--- config.mk ---
export PLATFORM = sky130hd
export DESIGN_NAME = snoopram_top
export DESIGN_NICKNAME = d
export VERILOG_FILES = /design/src/rtl/snoopram_pkg.sv /design/src/rtl/snoopram_timer.sv /design/src/rtl/snoopram_snoop.sv /design/src/rtl/snoopram_bank.sv /design/src/rtl/snoopram_top.sv
export SDC_FILE = /design/constraint.sdc
export NUM_CORES = 1
export LEC_CHECK = 0
export ABC_AREA = 1
export BUFFER_PORTS_ARGS = -buffer_cell sky130_fd_sc_hd__clkbuf_2
export CORE_MARGIN = 1.5
export CORE_UTILIZATION = 52
export CTS_CLUSTER_DIAMETER = 120
export DETAILED_ROUTE_END_ITERATION = 12
export PLACE_DENSITY = 0.73
export SETUP_SLACK_MARGIN = 0.2
export SYNTH_ARGS = -nofsm -noshare
export SYNTH_HDL_FRONTEND = slang
export SYNTH_HIERARCHICAL = 1
export SYNTH_SLANG_ARGS = --single-unit
--- constraint.sdc ---
create_clock -name clk -period 4.45 [get_ports clk]
set_clock_uncertainty 0.2 [all_clocks]
set_input_delay 0.89 -clock clk [delete_from_list [all_inputs] [get_ports clk]]
set_output_delay 0.89 -clock clk [all_outputs]
set_load 0.005 [all_outputs]
--- src/rtl/snoopram_pkg.sv ---
package snoopram_pkg;
  typedef enum logic [1:0] {
    OP_NONE = 2'd0,
    OP_RD   = 2'd1,
    OP_WR   = 2'd2
  } mem_op_e;
endpackage

--- src/rtl/snoopram_timer.sv ---
module snoopram_timer #(
  parameter int unsigned WORD_W = 56,
  parameter int unsigned CNT_W  = $clog2(WORD_W)
) (
  input  logic             clk,
  input  logic             rst_n,
  input  logic             sync,
  output logic             start,
  output logic             last_bit,
  output logic [CNT_W-1:0] bit_idx
);
  logic             sync_q;
  logic [CNT_W-1:0] cnt_q;
  logic [CNT_W-1:0] cnt_d;
  logic             at_end;

  always_comb begin
    start   = sync_q & ~sync;
    at_end  = (cnt_q == CNT_W'(WORD_W - 1));
    if (start)       cnt_d = CNT_W'(1);
    else if (at_end) cnt_d = '0;
    else             cnt_d = cnt_q + 1'b1;
    bit_idx  = start ? '0 : cnt_q;
    last_bit = ~start & at_end;
  end

  always_ff @(posedge clk or negedge rst_n) begin
    if (!rst_n) begin
      sync_q <= 1'b0;
      cnt_q  <= '0;
    end else begin
      sync_q <= sync;
      cnt_q  <= cnt_d;
    end
  end

  // a strobe fall realigns the counter to bit 1 of the new cycle
  assert_realign_R1: assert property (@(posedge clk) disable iff (!rst_n)
    start |=> (cnt_q == CNT_W'(1)));

  // the counter never leaves the 56-period range
  assert_cnt_range_R1: assert property (@(posedge clk) disable iff (!rst_n)
    cnt_q < CNT_W'(WORD_W));
endmodule

--- src/rtl/snoopram_snoop.sv ---
module snoopram_snoop
  import snoopram_pkg::*;
#(
  parameter int unsigned         INSN_W = 10,
  parameter int unsigned         SEL_W  = 4,
  parameter int unsigned         OPC_W  = INSN_W - SEL_W,
  parameter logic [OPC_W-1:0]    RD_OPC = 6'b101110,
  parameter logic [OPC_W-1:0]    WR_OPC = 6'b101100
) (
  input  logic             clk,
  input  logic             rst_n,
  input  logic             sync,
  input  logic             insn,
  output mem_op_e          dec_op,
  output logic [SEL_W-1:0] dec_sel
);
  logic [INSN_W-1:0] shreg;
  logic [INSN_W-1:0] shreg_d;
  logic [OPC_W-1:0]  opc;

  always_comb begin
    shreg_d = {insn, shreg[INSN_W-1:1]};
    opc     = shreg[INSN_W-1:SEL_W];
    dec_sel = shreg[SEL_W-1:0];
    if (opc == RD_OPC)      dec_op = OP_RD;
    else if (opc == WR_OPC) dec_op = OP_WR;
    else                    dec_op = OP_NONE;
  end

  always_ff @(posedge clk or negedge rst_n) begin
    if (!rst_n)    shreg <= '0;
    else if (sync) shreg <= shreg_d;
  end

  // instruction line ignored while the strobe is low
  assert_addr_ignored_R2: assert property (@(posedge clk) disable iff (!rst_n)
    !sync |=> $stable(shreg));
endmodule

--- src/rtl/snoopram_bank.sv ---
module snoopram_bank #(
  parameter int unsigned WORD_W = 56,
  parameter int unsigned NREGS  = 16,
  parameter int unsigned SEL_W  = $clog2(NREGS),
  parameter int unsigned CNT_W  = $clog2(WORD_W)
) (
  input  logic             clk,
  input  logic             wr_en,
  input  logic [SEL_W-1:0] sel,
  input  logic [CNT_W-1:0] bit_idx,
  input  logic             wr_bit,
  output logic             rd_bit
);
  logic [WORD_W-1:0] mem [NREGS];

  always_ff @(posedge clk) begin
    if (wr_en) mem[sel][bit_idx] <= wr_bit;
  end

  always_comb rd_bit = mem[sel][bit_idx];
endmodule

--- src/rtl/snoopram_top.sv ---
module snoopram_top
  import snoopram_pkg::*;
#(
  parameter int unsigned WORD_W  = 56,
  parameter int unsigned INSN_W  = 10,
  parameter int unsigned NREGS   = 16,
  parameter int unsigned RD_CODE = 'h2E,
  parameter int unsigned WR_CODE = 'h2C
) (
  input  logic clk,
  input  logic rst_n,
  input  logic sync_i,
  input  logic insn_i,
  input  logic dat_i,
  output logic dat_o,
  output logic dat_oe
);
  localparam int unsigned SEL_W = $clog2(NREGS);
  localparam int unsigned OPC_W = INSN_W - SEL_W;
  localparam int unsigned CNT_W = $clog2(WORD_W);

  logic             rst_meta, rst_n_s;
  logic             start, last_bit, wr_en, rd_bit;
  logic [CNT_W-1:0] bit_idx;
  mem_op_e          dec_op, op_q, op_d, cur_op;
  logic [SEL_W-1:0] dec_sel, sel_q, sel_d, cur_sel;

  // reset: asserted asynchronously, released through two flops
  always_ff @(posedge clk or negedge rst_n) begin
    if (!rst_n) begin
      rst_meta <= 1'b0;
      rst_n_s  <= 1'b0;
    end else begin
      rst_meta <= 1'b1;
      rst_n_s  <= rst_meta;
    end
  end

  snoopram_timer #(.WORD_W(WORD_W), .CNT_W(CNT_W)) u_timer (
    .clk(clk), .rst_n(rst_n_s), .sync(sync_i),
    .start(start), .last_bit(last_bit), .bit_idx(bit_idx)
  );

  snoopram_snoop #(
    .INSN_W(INSN_W), .SEL_W(SEL_W), .OPC_W(OPC_W),
    .RD_OPC(OPC_W'(RD_CODE)), .WR_OPC(OPC_W'(WR_CODE))
  ) u_snoop (
    .clk(clk), .rst_n(rst_n_s), .sync(sync_i), .insn(insn_i),
    .dec_op(dec_op), .dec_sel(dec_sel)
  );

  snoopram_bank #(.WORD_W(WORD_W), .NREGS(NREGS), .SEL_W(SEL_W), .CNT_W(CNT_W)) u_bank (
    .clk(clk), .wr_en(wr_en), .sel(cur_sel), .bit_idx(bit_idx),
    .wr_bit(dat_i), .rd_bit(rd_bit)
  );

  // the operation of the running cycle: fresh decode in bit 0, held afterwards
  always_comb begin
    cur_op  = start ? dec_op  : op_q;
    cur_sel = start ? dec_sel : sel_q;
    op_d    = last_bit ? OP_NONE : cur_op;
    sel_d   = cur_sel;
    wr_en   = (cur_op == OP_WR);
    dat_oe  = (cur_op == OP_RD);
    dat_o   = dat_oe & rd_bit;
  end

  always_ff @(posedge clk or negedge rst_n_s) begin
    if (!rst_n_s) begin
      op_q  <= OP_NONE;
      sel_q <= '0;
    end else begin
      op_q  <= op_d;
      sel_q <= sel_d;
    end
  end

  // driving begins only at a cycle boundary
  assert_oe_rise_boundary_R5: assert property (@(posedge clk) disable iff (!rst_n_s)
    $rose(dat_oe) |-> start);

  // driving stops only after the last bit period or at a realignment
  assert_oe_fall_boundary_R5: assert property (@(posedge clk) disable iff (!rst_n_s)
    $fell(dat_oe) |-> (start || $past(last_bit)));

  // never drives the line while capturing from it
  assert_no_drive_on_write_R4: assert property (@(posedge clk) disable iff (!rst_n_s)
    !(dat_oe && wr_en));

  // no drive while reset is held
  always_comb begin
    if (!rst_n_s) assert_quiet_in_reset_R8: assert (!dat_oe);
  end
endmodule

# Word-level counts from Yosys, hierarchy flattened

Memories as Yosys holds them, arrays and structs flattened.
Cells that the tools add are included.

$add $sub $neg: 1
Multiply operators: 0
Divide/modulo/power cells: 0
$lt $le $gt $ge: 2
Equality and inequality tests: 5
Shifts and indexed selects: 0
Muxes and demuxes: 14
Bitwise logic cells: 5
Reductions and logical operators: 1

Operators with widths:

| operator              | count |
|---|---|
| $mux W56              | 1 |
| $eq A6 B6 Y1 const B  | 3 |
| $mux W6               | 3 |
| $mux W2               | 4 |
| $lt A6 B7 Y1 const B  | 1 |
| $add A6 B1 Y6 const B | 1 |
| $bmux W1 S6           | 1 |
| $demux W1 S6          | 1 |
| $ge A6 B1 Y1 const B  | 1 |
| $mux W4               | 1 |
| $and A1 B1 Y1         | 3 |
| $mux W1               | 3 |
| $eq A2 B1 Y1 const B  | 1 |
| $eq A2 B2 Y1 const B  | 1 |
| $not A1 Y1            | 2 |
| $logic_and A1 B1 Y1   | 1 |

Flip-flop bits (word level): 25
Latch bits: 0
Memory bits (writable): 896
ROM bits: 0
Input port bits: 5
Output and inout port bits: 2
Logic and storage cells: 36
Memories kept: 1

Memory list:

| name       | depth | bits a word | rd ports | clocked after Yosys merged registers in | wr ports | RTL line            | RTL |
|---|---|---|---|---|---|---|---|
| u_bank.mem | 16    | 56          | 1        | 0                                       | 1        | snoopram_bank.sv:14 | `logic [WORD_W-1:0] mem [NREGS];` |

# Depth between registers and ports, before layout

Gate-level depths: netlist (run 1).

Word-level depth: 8
Gate-level depth with buffers: 26
Gate-level depth less buffers: 22

# Cells and area by module

Netlist (run 1), hierarchy kept.

Modules (own cells, without submodules):

| module         | instances | cells each | area an instance (um^2) | sequential area each (um^2) |
|---|---|---|---|---|
| snoopram_bank  | 1         | 4177       | 39920.8                 | 26905.8 |
| snoopram_snoop | 1         | 50         | 460.4                   | 250.2 |
| snoopram_timer | 1         | 49         | 380.4                   | 175.2 |
| snoopram_top   | 1         | 37         | 322.8                   | 200.2 |

# Worst setup path after synthesis (run 1)

Ideal clock, no wire load.

Path type: input -> output
Start point: in sync_i
End point: out dat_o
Data arrival time: 2790 ps
Required time: 3360 ps
Path slack: 570 ps
Cell stages on the path: 23
Path buffers: 4
Cells stage by stage: nor2_2 -> buf_6 -> inv_2 -> nand2_1 -> nand2_1 -> buf_4 -> nor2_1 -> buf_2 -> buf_2 -> nand2_1 -> nand3_1 -> nand2_1 -> nand2_1 -> o21ai_0 -> nand2_1 -> nor2_1 -> nand2_1 -> nand2_1 -> nand2_1 -> inv_1 -> nand3_1 -> inv_1 -> nor2_2

Cells in the longest elaborated chain, start to end: 7
Elaborated cells between the ends (all ways): 10
Those cells by class: eq/ne: 1; mux: 5; bitwise: 3; memory: 1

Ends and longest elaborated chain:

| element                       | RTL line             | RTL |
|---|---|---|
| from (decl)                   | snoopram_top.sv:12   | `input logic sync_i,` |
| $not A1 Y1                    | snoopram_timer.sv:18 | `start = sync_q & ~sync;` |
| $and A1 B1 Y1                 | snoopram_timer.sv:18 |  |
| via start                     | snoopram_top.sv:23   | `logic start, last_bit, wr_en, rd_bit;` |
| $mux W4                       | snoopram_top.sv:60   | `cur_sel = start ? dec_sel : sel_q;` |
| via cur_sel[0]                | snoopram_top.sv:26   | `logic [SEL_W-1:0] dec_sel, sel_q, sel_d, cur_sel;` |
| $mem_v2 Z16 W56               | n/a                  |  |
| $bmux W1 S6                   | snoopram_bank.sv:20  | `always_comb rd_bit = mem[sel][bit_idx];` |
| $mux W1 (not written as such) | snoopram_bank.sv:20  |  |
| via rd_bit                    | snoopram_top.sv:23   |  |
| $and A1 B1 Y1                 | snoopram_top.sv:65   | `dat_o = dat_oe & rd_bit;` |
| to (decl)                     | snoopram_top.sv:15   | `output logic dat_o,` |

The timed path passes the listed nets, and every way through them passes these cells. The select of a mux whose other input is x is not followed.

# Worst setup path in the final report (run 1)

Same ends and word-level chain as after synthesis.

==> results.md, run 1 <==
* RR Startpoint: u_timer/sync_q
* Crit path DAT at 3510 ps
* Fill cell count at 6040
* Largest cells by area after synthesis: edfxtp_1 65%, nand2_1 16%, nor2_1 8.7%, dfrtp_1 1.5%, clkbuf_1 1.4%
* Mean Syn Cell Area at 9.526 um2
* Worst skew pair latency at 650 ps
* FF+latch count, synth at 921
* Worst-case reg-to-reg path depth at 13
* Cells after Synth at 4313
* Vias/cell at 5.730
* Core Box Area at 77850 um2
* Clock transition at path regs at 60 ps
* Failing checks: setup timing
* Slew margin rel. at 25.93%
* Synth top area share at 65.49%
* Layout cells sized above 1 at 11.74%
* Initial DRT Pass Iterations at 6
* Largest net degree at the start of global routing at 136
* Routed WL at 117.3 mm
* Final RePlAce weighted congestion at 0.8728
* Sequential power share at 44.1%
* ANT nets after route at 0
* Critical Path Start: sync_i
* Yosys warning total at 6
* Crit Path Max Fanout at 15
* Synth cell types at 29
* TritonCTS buffer count at 92
* Worst R2R Setup Slack at 1000 ps
* Syn nets at 4319
* CTS Sinks at 921
* Final Net Count at 4388
* Fin worst setup slack at -148.3 ps
* Setup_tns at -148.3 ps
* Power Density at 455.1 nW/um2
* Clock power share at 35.9%
* Comb pwr share at 19.9%
* Slew Limit Fails at 0
* Sw Ratio at 28.63%
* Worst-Margin Slew at 1111 ps
* Outcome: finished, violations left
* Clock Path Buffers at 3
* Setup crit end: dat_o
* Startpoint Class: input pin
* Initial antenna violation count at 1
* Die area at 80700 um2
* Via Count at 31490
* Top-Level Pins at 7
* Final hold vios at 0
* Final worst path period share at 103.3%
* Die width at 284.1 um
* Max_cap viols at 0
* DP Wirelength at 62.09 mm
* Die height at 284.1 um
* Reg2reg end: u_bank/mem[8][19]
* Mapped Area at 41080 um2
* Grt ovf at 0
* Site Rows at 102
* Min-Delay Path Class: reg -> reg
* Final setup viols at 1
* Crit. End Element: primary output
* Drc violations at 0
* Buffers on Ports at 6
* Iteration-0 DRC Markers at 4364
* Fin crit period at 4598 ps
* CTS root buffer: clkbuf_16
* Kind of critical path: in -> out
* Vias in the first global route at 29800
* Critical Path RT at 3360 ps
* P_int at 15.51 mW
* CTS tree: yes
* Fmax at 217.5 MHz
* Global-route wire length before repair at 176.1 mm
* RSZ-0062 raised after global routing: true
* DR WL/cell at 21.34 um
* GR Util All Layers at 28.64%
* VDD IR max at 0.2708 mV
* Final core utilization at 61.34%
* Largest area contributor in the netlist: edfxtp_1
* Pleak at 17.71 nW
* Synthesis-to-layout area growth at 16.23%
* Starting Density at 52.77%
* CTS H-Tree Depth at 3
* Sequential fraction of the synthesis area at 67.01%
* Switching pwr at 6.222 mW
cell families (layout without fill, tap and decap cells):
| kind of cell | Yosys count | count (layout) | synth area share [%] |
|---|---|---|---|
| simple gates | 2870 | 2871 | 27.01 |
| fa+ha+maj | 1 | 1 | 0.03045 |
| buf+inv | 350 | 490 | 3.725 |
| xor+xnor | 2 | 2 | 0.04264 |
| flops | 921 | 921 | 67.01 |
| compound gates | 168 | 168 | 2.168 |
| other cells | 1 | 2 | 0.009128 |
power groups by stage:
stage / Sequential [mW] / Clock, mW / Combinational (mW)
floorplan: 9.76 / 0 / 1.92
global placement: 9.77 / 0 / 3.71
detailed placement: 9.77 / 0 / 3.74
CTS: 9.59 / 7.86 / 4.15
global route: 9.59 / 8.19 / 4.57
finish: 9.59 / 7.81 / 4.33
registers in the layout (all words and copies together) (netlist names):
signal and cells:
u_bank/mem 896, u_snoop/shreg 10, u_timer/cnt_q 6, sel_q 4, op_q 2, rst_meta 1
rst_n_s 1, u_timer/sync_q 1
final cells by class:
cell class | instances | area, um2 | area share, %
Sequential cell | 921 | 27530 | 57.66
Multi-Input combinational cell | 3043 | 12450 | 26.07
Timing Repair Buffer | 280 | 3264 | 6.836
Clock buffer | 114 | 2470 | 5.172
Tap cell | 1040 | 1301 | 2.725
Clock inverter | 52 | 528.0 | 1.106
Inverter | 42 | 188.9 | 0.3957
Timing Repair inverter | 2 | 15.01 | 0.03144
Antenna cell | 1 | 2.502 | 0.005241
routing by layer:
metal	part of all wire [%]	GRT usage [%]
met1	37	38.49
met2	47	46.22
met3	12	4.960
met4	4.1	12.15
met5	0.012	0
critical path: stages:
cell	delay, ps
clkbuf_2	110
nor2_4	170
inv_2	80
buf_6	120
nand2_4	70
nand2_8	90
buf_4	170
nor2_4	260
buf_6	150
buf_12	150
buf_4	140
nand2_1	70
nand4_1	100
nand2_1	60
nand2_1	50
o21ai_0	90
nand2_1	70
nor2_1	40
nand3_1	130
nand3_2	130
nand3_4	120
inv_2	40
nor2_2	90
clkbuf_2	110
layout by cell type, fill, tap and decap left out, types with 2 or more instances in the layout:
cell type / instances
buf_4: 180
nand2_4: 20
nor3_2: 7
nand2_1: 1719
edfxtp_1: 896
inv_2: 8
buf_6: 13
a22oi_1: 11
nand3_1: 74
dfrtp_1: 25
nor2_1: 941
buf_12: 63
inv_6: 3
inv_1: 28
a22oi_2: 3
clkbuf_1: 18
bufbuf_16: 7
o21ai_2: 16
nor3_1: 6
nand4_1: 50
o21ai_0: 40
xor2_1: 2
bufinv_16: 10
nand2_8: 3
clkbuf_2: 5
nand3_2: 2
o21ai_1: 46
buf_16: 6
a21oi_2: 5
nand2_2: 24
clkinv_1: 25
clkbuf_16: 97
nor2_2: 12
inv_12: 2
a21oi_1: 47
clkinvlp_4: 5
clkinv_2: 11
nor2_4: 11
buf_8: 3
how the worst min path moves through the flow:
stage | startpoint | to | slack [ps] | cells after the start
CTS | rst_meta | rst_n_s | 160 | 0
finish | rst_meta | rst_n_s | 150 | 0
global route | rst_meta | rst_n_s | 170 | 0
floorplan | rst_n_s | op_q[0] | 90 | 0
detailed placement | rst_meta | rst_n_s | 150 | 0
global placement | rst_meta | rst_n_s | 140 | 0
synth_stat cells:
| cell | instances |
|---|---|
| clkinv_1 | 3 |
| conb_1 | 1 |
| a21oi_1 | 48 |
| inv_1 | 32 |
| nand2_2 | 9 |
| xor2_1 | 2 |
| o21ai_0 | 79 |
| buf_1 | 39 |
| or2_2 | 1 |
| nor3_2 | 7 |
| buf_2 | 98 |
| a22oi_1 | 14 |
| nand2_1 | 1756 |
| nor2_4 | 1 |
| ha_1 | 1 |
| o21ai_1 | 23 |
| nor2_1 | 957 |
| buf_6 | 6 |
| clkbuf_1 | 152 |
| nand3_1 | 76 |
| inv_2 | 7 |
| nand4_1 | 50 |
| nor2_2 | 6 |
| edfxtp_1 | 896 |
| dfrtp_1 | 25 |
| a21oi_2 | 4 |
| nand3_2 | 1 |
| nor3_1 | 6 |
| buf_4 | 13 |
what timing repair did:
action                     CTS  global route
hold endpoints to repair     2             0
pin swaps                   36            25
setup buffers               33            11
gates resized for setup     95            48
setup endpoints to repair    1             1
hold buffers                 1             0
cloned                      11             2
metrics by stage:
step	power, mW	hold slack, ps	cell area, um2	std cells	setup slack [ps]
floorplan	11.69	93.78	41080	4313	569.8
global placement	13.48	138.0	43660	5271	-452.1
detailed placement	13.50	150.2	43660	5271	-462.3
CTS	21.59	159.5	47550	5482	-112.4
global route	22.36	171.0	47750	5494	-283.8
finish	21.73	153.8	47750	5495	-148.3
No activity file was read; power rests on OpenSTA's default activity.
==> run 2, diff against run 1 <==
Settings changed: CORE_ASPECT_RATIO from default to 1.5.
==> run 2 against run 1 <==
Effect of this change: the flow still finishes with violations (setup timing); hold slack worse by 2.7 ps; clock power shrank 8.3%; sequential power is essentially flat; die area about the same; critical path depth grew 1; register-to-register slack worse by 170 ps; global-route usage is 0.45 points lower; core utilization shrank 1.2 points; combinational power fell by 2%; final area down 1.1%; sequential share of layout area up 0.64 points; first-iteration DRC count shrank 16%; critical path type is now reg -> out; largest cell class unchanged; largest power group unchanged; highest routed layer unchanged.
==> results.md, run 2 (same netlist as run 1, synthesis figures left out) <==
* Commonest non-fill, non-tap cell in the layout: nand2_1
* TritonCTS buffer count at 84 (-8.7%)
* Kind of critical path: reg -> out
* RSZ-0062 raised after global routing: true
* Final setup viols at 1 (unchanged)
* Final core utilization at 60.15% (-1.2 points)
* Starting Density at 52.33% (-0.44 points)
* Max reg flops at 896 (unchanged)
* Drc violations at 0 (unchanged)
* Pleak at 17.45 nW (-1.5%)
* Setup_tns at -248.5 ps (-100.2 ps)
* Startpoint Class: register
* Initial antenna violation count at 1 (unchanged)
* Die area at 80740 um2 (about the same)
* Iteration-0 DRC Markers at 3668 (-16%)
* Synthesis-to-layout area growth at 14.94%
* Crit. End Element: primary output
* Tot Pwr at 20.99 mW (-3.4%)
* Final Net Count at 4364 (-0.55%)
* CTS Sinks at 921 (unchanged)
* ANT nets after route at 0 (unchanged)
* Clock transition at path regs at 60 ps (about the same)
* Commonest cells after routing, fill and taps aside: 1722 x nand2_1, 941 x nor2_1, 896 x edfxtp_1
* Final Non-Filler Cells at 5450 (-0.82%)
* Worst-Margin Slew at 956.6 ps (-154.4 ps)
* Core Box Area at 78510 um2 (+0.85%)
* Site Rows at 126 (+24%)
* Via Count at 31020 (-1.5%)
* Vias/cell at 5.692 (-0.67%)
* CTS H-Tree Depth at 3 (unchanged)
* Die width at 232.5 um (-18%)
* Min-Delay Path Class: reg -> reg
* Grt ovf at 0 (unchanged)
* Layout cells sized above 1 at 11.19% (-0.55 points)
* Slew margin rel. at 36.23% (+10 points)
* Final worst path period share at 105.6% (+2.3 points)
* Global-route wire length before repair at 171.2 mm (-2.8%)
* Leading registers by flop count: u_bank/mem (896), u_snoop/shreg (10), u_timer/cnt_q (6)
* DP Wirelength at 63.54 mm (+2.3%)
* Fin worst setup slack at -248.5 ps (-100.2 ps)
* Slew Limit Fails at 0 (unchanged)
* Vias in the first global route at 29780 (-0.067%)
* Top-Level Pins at 7 (unchanged)
* Outcome: finished, violations left
* Fin crit period at 4699 ps (+100.2 ps)
* Placed insts at 5270 (-0.019%)
* Biggest register: u_bank/mem
* Routed WL at 115.4 mm (-1.6%)
* Critical Path RT at 3360 ps (about the same)
* GR Util All Layers at 28.19% (-0.45 points)
* Final RePlAce weighted congestion at 0.8594 (-1.5%)
* Power Density at 444.4 nW/um2 (-2.4%)
* Final hold vios at 0 (unchanged)
* CTS tree: yes
* Largest net degree at the start of global routing at 174 (+28%)
* Worst skew pair latency at 660 ps (about the same)
* Crit path DAT at 3610 ps (+100 ps)
* Initial DRT Pass Iterations at 6 (unchanged)
* Die height at 347.3 um (+22%)
* VDD IR max at 0.3065 mV (+13%)
* Max_cap viols at 0 (unchanged)
* Fmax at 212.8 MHz (-2.1%)
* Failing checks: setup timing
* Crit Path Max Fanout at 12 (-3)
* DR WL/cell at 21.17 um (-0.78%)
* Clock Path Buffers at 3 (unchanged)
* Pre-CTS setup slack at -759.0 ps (-296.8 ps)
* CTS root buffer: clkbuf_16
* Buffers on Ports at 6 (unchanged)
==> run 2: cell count changes in the layout (fill, tap and decap cells not counted), sizes merged <==
cell      before  now
clkinvlp       5    2
buf          265  252
inv           43   45
diode          1    3
bufinv        10    7
clkinv        38   30
bufbuf         7    1
==> run 2: power breakdown <==
group          internal, mW  switching (mW)
registers              9.55          0.0323
clock network          3.99            3.17
logic                  1.39            2.84
==> run 2: worst paths after layout <==
kind,from,endpoint,slack (ps),depth (start not counted)
setup / recovery,u_timer/sync_q,dat_o,-250,25
hold / removal,rst_meta,rst_n_s,150,0
setup reg to reg,u_timer/sync_q,u_bank/mem[11][4],830,12
hold reg to reg,rst_meta,rst_n_s,150,0
max in group asynchronous,rst_n_s,u_timer/cnt_q[2],3260,0
min in group asynchronous,rst_n_s,u_timer/sync_q,190,0
==> run 2: timing repair <==
item                                    4_1_cts  5_1_grt
hold endpoints to repair                      2        0
gates cloned                                  4        8
pin swaps                                    25       31
resized for setup                            65       61
hold buffers                                  1        0
buffers inserted                             11        2
endpoints found under the setup margin        1        1
==> run 2: worst max-delay path, cell delays in order, from the launching register on <==
cell	delay [ps]
dfrtp_1	340
inv_2	40
nor2_4	210
inv_2	100
nand2_2	100
nand2_4	110
inv_4	110
nor2_4	50
buf_12	160
buf_4	150
clkbuf_16	170
nand2_1	70
nand3_1	80
nand2_1	90
nand2_1	70
o21ai_2	220
nand2_2	100
nor2_4	160
nand2_1	80
nand2_1	60
nand2_1	60
inv_2	60
nand3_4	110
inv_2	70
nor2_2	30
clkbuf_2	100
==> run 2: final cells by class <==
class | instances | area [um2]
Fill cell | 6304 | 31290
Timing Repair Buffer | 266 | 3137
Inverter | 42 | 173.9
Clock buffer | 109 | 2247
Multi-Input combinational cell | 3043 | 12430
Sequential cell | 921 | 27530
Clock inverter | 42 | 419.2
Tap cell | 1024 | 1281
Antenna cell | 3 | 7.507
==> run 2: per-layer routing <==
metal	GRT usage [%]	part of all wire [%]	vias to the layer above	wire [um]
li1	-	-	14080	-
met1	33.92	35	15010	40570
met2	48.99	51	1594	58700
met3	3.967	8.9	334	10250
met4	14.59	5.1	2	5861
met5	0	0.011	-	13
==> run 2: per-stage QoR <==
stage	area [um2]	hold slack (ps)
after floorplan	41080	93.78
after global placement	43770	133.9
after detailed placement	43770	140.2
after CTS	46850	155.0
after global routing	47220	156.8
final	47220	151.1
